File: config.mk
export PLATFORM = sky130hd
export DESIGN_NAME = prn_host_if
export DESIGN_NICKNAME = d
export VERILOG_FILES = /design/src/rtl/prn_pkg.sv /design/src/rtl/prn_sync.sv /design/src/rtl/prn_strobe_seq.sv /design/src/rtl/prn_regfile.sv /design/src/rtl/prn_host_if.sv
export SDC_FILE = /design/constraint.sdc
export NUM_CORES = 1
export LEC_CHECK = 0
export BUFFER_PORTS_ARGS = -buffer_cell sky130_fd_sc_hd__buf_2
export CAP_MARGIN = 0
export CORE_MARGIN = 4
export CORE_UTILIZATION = 40
export CTS_CLUSTER_SIZE = 14
export DETAILED_ROUTE_END_ITERATION = 12
export MAX_ROUTING_LAYER = met4
export PLACE_DENSITY = 0.73
export SKIP_LAST_GASP = 1
export SYNTH_ARGS = -nofsm -noshare
export SYNTH_HDL_FRONTEND = slang
export SYNTH_SLANG_ARGS = --single-unit
File: constraint.sdc
create_clock -name clk -period 3.8 [get_ports clk]
set_clock_uncertainty 0.2 [all_clocks]
set_input_delay 0.76 -clock clk [delete_from_list [all_inputs] [get_ports clk]]
set_output_delay 0.76 -clock clk [all_outputs]
set_load 0.05 [all_outputs]
File: src/rtl/prn_pkg.sv
package prn_pkg;
  typedef enum logic [2:0] {
    SQ_IDLE   = 3'd0,
    SQ_SETUP  = 3'd1,
    SQ_STROBE = 3'd2,
    SQ_HOLD   = 3'd3,
    SQ_WAIT   = 3'd4
  } seq_state_e;

  localparam int unsigned BYTE_W = 8;
  localparam int unsigned LINE_N = 5; // busy, ack_n, paper_out, select, error_n
endpackage

File: src/rtl/prn_sync.sv
module prn_sync #(
  parameter int unsigned W = 1,
  parameter logic [W-1:0] RST_VAL = '0
) (
  input  logic         clk,
  input  logic         rst,
  input  logic [W-1:0] d,
  output logic [W-1:0] q
);
  logic [W-1:0] meta_q;

  always_ff @(posedge clk) begin
    if (rst) begin
      meta_q <= RST_VAL;
      q      <= RST_VAL;
    end else begin
      meta_q <= d;
      q      <= meta_q;
    end
  end
endmodule

File: src/rtl/prn_strobe_seq.sv
module prn_strobe_seq
  import prn_pkg::*;
#(
  parameter int unsigned STEP_CYC    = 25,
  parameter int unsigned TIMEOUT_CYC = 100000
) (
  input  logic              clk,
  input  logic              rst,
  input  logic              go,
  input  logic [BYTE_W-1:0] go_byte,
  input  logic              busy_s,
  input  logic              ack_n_s,
  output logic [BYTE_W-1:0] data_q,
  output logic              strobe_n_q,
  output logic              active,
  output logic              ovr_pulse,
  output logic              to_pulse
);
  localparam int unsigned CNT_W = $clog2(STEP_CYC + 1);
  localparam int unsigned TO_W  = $clog2(TIMEOUT_CYC + 1);
  localparam logic [CNT_W-1:0] STEP_LAST = CNT_W'(STEP_CYC - 1);
  localparam logic [CNT_W-1:0] STEP_FULL = CNT_W'(STEP_CYC);
  localparam logic [TO_W-1:0]  TO_LAST   = TO_W'(TIMEOUT_CYC - 1);

  seq_state_e        state, nxt;
  logic [CNT_W-1:0]  cnt;
  logic [TO_W-1:0]   tcnt;
  logic              ack_prev, ack_fell, ack_seen;
  logic              step_done, to_hit;

  assign ack_fell  = ack_prev & ~ack_n_s;
  assign step_done = (cnt == STEP_LAST);
  assign to_hit    = (tcnt == TO_LAST);
  assign active    = (state != SQ_IDLE);

  always_comb begin
    nxt = state;
    unique case (state)
      SQ_IDLE:   if (go) nxt = SQ_SETUP;
      SQ_SETUP:  if (step_done && !busy_s) nxt = SQ_STROBE;
      SQ_STROBE: if (step_done) nxt = SQ_HOLD;
      SQ_HOLD:   if (step_done) nxt = SQ_WAIT;
      SQ_WAIT:   if (ack_seen || ack_fell || to_hit) nxt = SQ_IDLE;
      default:   nxt = SQ_IDLE;
    endcase
  end

  always_ff @(posedge clk) begin
    if (rst) begin
      state      <= SQ_IDLE;
      cnt        <= '0;
      tcnt       <= '0;
      data_q     <= '0;
      strobe_n_q <= 1'b1;
      ovr_pulse  <= 1'b0;
      to_pulse   <= 1'b0;
      ack_prev   <= 1'b1;
      ack_seen   <= 1'b0;
    end else begin
      ack_prev   <= ack_n_s;
      ovr_pulse  <= go && (state != SQ_IDLE);
      to_pulse   <= (state == SQ_WAIT) && to_hit && !ack_seen && !ack_fell;
      strobe_n_q <= (nxt != SQ_STROBE);
      if (nxt != state)   cnt <= '0;
      else if (!step_done) cnt <= cnt + 1'b1;
      if (state != SQ_WAIT) tcnt <= '0;
      else if (!to_hit)     tcnt <= tcnt + 1'b1;
      if (state == SQ_IDLE) ack_seen <= 1'b0;
      else if (ack_fell)    ack_seen <= 1'b1;
      if (state == SQ_IDLE && go) data_q <= go_byte;
      state <= nxt;
    end
  end

  // Checker counters: data age, cycles since strobe rise, strobe low length
  logic [CNT_W-1:0] data_age, since_rise, low_len;

  always_ff @(posedge clk) begin
    if (rst) begin
      data_age   <= STEP_FULL;
      since_rise <= STEP_FULL;
      low_len    <= '0;
    end else begin
      if (state == SQ_IDLE && go)   data_age <= '0;
      else if (data_age != STEP_FULL) data_age <= data_age + 1'b1;
      if (!strobe_n_q && nxt != SQ_STROBE) since_rise <= '0;
      else if (since_rise != STEP_FULL)    since_rise <= since_rise + 1'b1;
      if (nxt == SQ_STROBE) low_len <= strobe_n_q ? CNT_W'(1) : low_len + 1'b1;
    end
  end

  AST_SETUP_TIME: assert property (@(posedge clk) disable iff (rst)
    $fell(strobe_n_q) |-> data_age >= STEP_FULL);
  AST_STROBE_WIDTH: assert property (@(posedge clk) disable iff (rst)
    $rose(strobe_n_q) |-> low_len == STEP_FULL);
  AST_HOLD_TIME: assert property (@(posedge clk) disable iff (rst)
    (state == SQ_IDLE && go) |-> since_rise >= STEP_FULL);
  AST_NO_STROBE_BUSY: assert property (@(posedge clk) disable iff (rst)
    $fell(strobe_n_q) |-> !$past(busy_s));
  AST_DATA_FROZEN: assert property (@(posedge clk) disable iff (rst)
    (active && $past(active)) |-> $stable(data_q));
endmodule

File: src/rtl/prn_regfile.sv
module prn_regfile
  import prn_pkg::*;
#(
  parameter int unsigned ADDR_W     = 8,
  parameter int unsigned BUS_W      = 16,
  parameter logic [ADDR_W-1:0] A_DATA = ADDR_W'('h38),
  parameter logic [ADDR_W-1:0] A_STAT = ADDR_W'('h3A),
  parameter logic [ADDR_W-1:0] A_CTRL = ADDR_W'('h3C)
) (
  input  logic              clk,
  input  logic              rst,
  input  logic [ADDR_W-1:0] addr,
  input  logic [BUS_W-1:0]  wdata,
  input  logic              wr,
  input  logic              rd,
  input  logic [LINE_N-1:0] lines_s,
  input  logic              seq_active,
  input  logic              ovr_pulse,
  input  logic              to_pulse,
  output logic              data_go,
  output logic [BYTE_W-1:0] data_byte,
  output logic [5:0]        ctrl_q,
  output logic [BUS_W-1:0]  rdata
);
  logic              sts_ovr, sts_to, stat_rd;
  logic [BYTE_W-1:0] stat_byte;
  logic              unused_wdata_hi;

  assign unused_wdata_hi = ^wdata[BUS_W-1:BYTE_W];
  assign data_go   = wr && (addr == A_DATA);
  assign data_byte = wdata[BYTE_W-1:0];
  assign stat_rd   = rd && (addr == A_STAT);
  assign stat_byte = {lines_s, seq_active, sts_to, sts_ovr};

  always_ff @(posedge clk) begin
    if (rst) begin
      ctrl_q  <= 6'b00_1111;
      sts_ovr <= 1'b0;
      sts_to  <= 1'b0;
      rdata   <= '0;
    end else begin
      if (wr && addr == A_CTRL) ctrl_q <= wdata[5:0];
      sts_ovr <= (sts_ovr & ~stat_rd) | ovr_pulse;
      sts_to  <= (sts_to & ~stat_rd) | to_pulse;
      rdata   <= stat_rd ? {{(BUS_W-BYTE_W){1'b0}}, stat_byte} : '0;
    end
  end

  AST_OVR_STICKY: assert property (@(posedge clk) disable iff (rst)
    ovr_pulse |=> sts_ovr);
  AST_TO_STICKY: assert property (@(posedge clk) disable iff (rst)
    to_pulse |=> sts_to);
endmodule

File: src/rtl/prn_host_if.sv
module prn_host_if
  import prn_pkg::*;
#(
  parameter int unsigned ADDR_W      = 8,
  parameter int unsigned CLK_KHZ     = 50000,
  parameter int unsigned MIN_NS      = 500,
  parameter int unsigned TIMEOUT_CYC = 100000
) (
  input  logic              clk,
  input  logic              rst,
  input  logic [ADDR_W-1:0] io_addr,
  input  logic [15:0]       io_wdata,
  input  logic              io_wr,
  input  logic              io_rd,
  output logic [15:0]       io_rdata,
  output logic [7:0]        lpt_data,
  output logic              lpt_strobe_n,
  output logic              lpt_autofd_n,
  output logic              lpt_init_n,
  output logic              lpt_selin_n,
  output logic              lpt_irq_en,
  output logic              lpt_bidir_en,
  input  logic              lpt_busy,
  input  logic              lpt_ack_n,
  input  logic              lpt_paper_out,
  input  logic              lpt_select,
  input  logic              lpt_error_n
);
  localparam int unsigned RAW_CYC  = (CLK_KHZ * MIN_NS + 999_999) / 1_000_000;
  localparam int unsigned STEP_CYC = (RAW_CYC < 1) ? 1 : RAW_CYC;

  logic [LINE_N-1:0] lines_s;
  logic              data_go, seq_active, ovr_pulse, to_pulse, hw_strobe_n;
  logic [7:0]        data_byte;
  logic [5:0]        ctrl_q;

  prn_sync #(.W(LINE_N), .RST_VAL(5'b01011)) u_sync (
    .clk(clk), .rst(rst),
    .d({lpt_busy, lpt_ack_n, lpt_paper_out, lpt_select, lpt_error_n}),
    .q(lines_s)
  );

  prn_regfile #(.ADDR_W(ADDR_W), .BUS_W(16)) u_regs (
    .clk(clk), .rst(rst), .addr(io_addr), .wdata(io_wdata), .wr(io_wr), .rd(io_rd),
    .lines_s(lines_s), .seq_active(seq_active), .ovr_pulse(ovr_pulse), .to_pulse(to_pulse),
    .data_go(data_go), .data_byte(data_byte), .ctrl_q(ctrl_q), .rdata(io_rdata)
  );

  prn_strobe_seq #(.STEP_CYC(STEP_CYC), .TIMEOUT_CYC(TIMEOUT_CYC)) u_seq (
    .clk(clk), .rst(rst), .go(data_go), .go_byte(data_byte),
    .busy_s(lines_s[4]), .ack_n_s(lines_s[3]),
    .data_q(lpt_data), .strobe_n_q(hw_strobe_n), .active(seq_active),
    .ovr_pulse(ovr_pulse), .to_pulse(to_pulse)
  );

  assign lpt_strobe_n = hw_strobe_n & ctrl_q[0];
  assign lpt_autofd_n = ctrl_q[1];
  assign lpt_init_n   = ctrl_q[2];
  assign lpt_selin_n  = ctrl_q[3];
  assign lpt_irq_en   = ctrl_q[4];
  assign lpt_bidir_en = ctrl_q[5];
endmodule

==> results.toml <==
[outcome]
status = "finished clean"

[placed_design]
globalplace.congestion = 0.802
hpwl_um = 3360
dp.cells = 383
port_buffers = 46
placed_cell_area_sq_um = 2830

[global_routing]
grt_pass1_vias = 1859
grt-busiest-layer = "met2"
grt_util_met1_pct = 16.1
grtUsageMet3_pct = 4.10
grt_pass1_wl_um = 8260
antenna_found_initial = 0
grtUsageTotal_pct = 13.9
grt_max_degree = 36
met2_usage_pct = 22.6
grt_overflow = 0

[clock_tree]
cts_resized = 0
cts_made_buffers = 9
h-tree-depth = 3
cts-hold-fix-buffers = 0
cts_buffer_depth = 2
clock_sinks = 64
clk_pin_slew_ns = 0.08
clkLatencyLatePin_ns = 0.33
cts_setup_buffers = 0
cts_tree = "built"
root_buffer = "clkbuf_8"

[yosys]
synth-seq-cells = 64
synth_edf_count = 0
synthesis.area_sq_um = 2580
ys_warn_count = 0
synth-async-reset-ratio_pct = 0
ys.flop_type = "dfxtp_1"
yosysUniqueCellTypes = 44
ys_seq_area_share_pct = 49.6
syn_inst = 273
syn_avg_cell_area_sq_um = 9.47

[floorplan]
die_x_um = 88.4
fp.dieH_um = 88.4
io_pins = 63
die_area_sq_um = 7810
start_util_pct = 40.9
core-area_sq_um = 6310
fp-row-count = 29

[sta]
tns_ns = 0
final-setup-viol-count = 0
period_share_pct = 58.0
slew_viol_final = 0
post-route-min-period_ns = 2.20
holdWs_ns = 0.203
relSlewSlack_pct = 54.4
rsz0062_at_grt = "no"
timing.fmax_mhz = 454
finalHoldViolations = 0
tightest_slew_ns = 0.682

[route]
ant_nets = 0
route.vias.total = 1975
vias_per_cell = 4.95
wirelength_um = 4780
first_pass_iters = 4
post_drt_wl_per_cell_um = 12.0
first_iter_violations = 64
drc = 0

[cells_and_area]
multi_input_area_sq_um = 1180
area_delta_synth_final_pct = 17.2
drive_gt1_share_pct = 23.9
instances_no_fill = 399
diodes = 0
fillerInstances = 621
nNetsFinal = 353
fin_area_sq_um = 3030
regArea_sq_um = 1280

[worst_setup_path]
setup.worst_path.end_class = "flop"
crit_required_ns = 3.80
crit_arrival_ns = 2.21
setup.worst_path.start = "u_seq.tcnt[11]"
cp_max_fo = 12
start_kind = "flop"
path_class = "reg2reg"
r2r-start = "u_seq.tcnt[11]"

[power_and_ir_drop]
leakagePower_uw = 0.00121
powerDensity_nw_per_um2 = 437
vdd_drop_max_uv = 292

[worst_hold_path]
min_path_type = "reg2reg"
hp-start = "u_sync.meta_q[0]"

[flow_run]
drv_cap = 0
-- state kept, by name, indices dropped and copies added (netlist names), 3 cells and up --
signal	count
u_regs.ctrl_q	6
u_regs.rdata	8
u_seq.cnt	5
u_seq.data_q	8
u_seq.state	3
u_seq.tcnt	17
u_sync.meta_q	5
u_sync.q	5
-- path summary, 6_finish.rpt --
kind / cells after the start / to / slack [ns]
max: 4 / u_seq.cnt[3] / 1.60
max reg2reg: 4 / u_seq.cnt[3] / 1.60
min: 1 / u_sync.q[0] / 0.20
min reg2reg: 1 / u_sync.q[0] / 0.20
-- through the flow --
| step | utilization, % | worst slack, ns | total power, uW |
|---|---|---|---|
| global placement | 44.8 | 1.33 | 753 |
| detailed placement | 44.8 | 1.30 | 754 |
| CTS | 48.0 | 1.57 | 1340 |
| global route | 48.0 | 1.47 | 1380 |
| finish | 48.0 | 1.60 | 1320 |
| floorplan | - | 1.64 | 743 |
-- cells in the mapped netlist (3+ instances only) --
cell | number | area share, %
and4b_1 | 3 | 1.2
nor2_1 | 29 | 4.2
ha_1 | 3 | 1.5
nor3_1 | 5 | 0.97
a21oi_1 | 12 | 2.3
buf_4 | 8 | 2.3
nand2_1 | 7 | 1.0
nor4_1 | 9 | 2.2
nand3_1 | 12 | 2.3
nand4_1 | 8 | 1.9
dfxtp_1 | 64 | 50
a211o_1 | 4 | 1.4
or2_2 | 8 | 1.9
or4_1 | 4 | 1.2
clkbuf_1 | 10 | 1.5
or3_1 | 5 | 1.2
and2_1 | 8 | 1.9
xnor2_1 | 6 | 2.0
mux2i_1 | 12 | 4.6
o21ai_0 | 6 | 1.2
inv_1 | 8 | 1.2
xor2_1 | 5 | 1.7
nor2b_1 | 12 | 2.9
-- kinds of logic (layout without fill, tap and decap cells) --
kind of cell | count (synthesis) | in the layout | share of synthesized area (%)
multiplexers | 12 | 12 | 4.65
other | 1 | 8 | 0.145
flip-flops | 64 | 64 | 49.6
buffers and inverters | 29 | 71 | 5.76
adder cells (fa/ha/maj) | 3 | 3 | 1.45
AND/OR/NAND/NOR | 120 | 120 | 26.7
XOR/XNOR | 11 | 11 | 3.73
AO/OA/AOI/OAI | 33 | 33 | 7.99
-- metal layers --
layer | part of all wire [%] | routed length (um)
met4 | 1.4 | 65
met1 | 44 | 2110
met5 | 0 | 0
met2 | 50 | 2370
met3 | 4.8 | 231
-- area by class of cell --
cell class	instances	share of cell area [%]
Timing Repair Buffer	47	7.85
Sequential cell	64	42.3
Clock inverter	7	2.60
Multi-Input combinational cell	187	39.0
Inverter	8	0.991
Clock buffer	9	4.09
Tap cell	77	3.18
-- worst max-delay path, cell delays in order (launching register included) --
cell and delay [ns]:
dfxtp_1 0.35, or4_1 0.60, nor4_4 0.58, and2_4 0.29
nor4_1 0.05
-- cell usage in the layout, fill, tap and decap left out, drive strengths merged, types with 3 or more instances in the layout --
cell type,count
conb,8
nor2,30
nor2b,12
or2,8
o21ai,8
buf,47
clkbuf,9
or3,5
nor4,10
nand4,8
nand2,7
nand3,12
nor3,5
inv,10
a211o,4
and2,9
xor2,5
a21oi,13
xnor2,6
and4b,3
dfxtp,64
ha,3
or4,4
mux2i,12
-- power breakdown --
| group | internal, uW | switching, uW |
|---|---|---|
| clock | 309 | 274 |
| combinational | 19.4 | 36.6 |
| sequential | 679 | 4.09 |
| total | 1010 | 315 |
No activity file was read; power rests on OpenSTA's default activity.
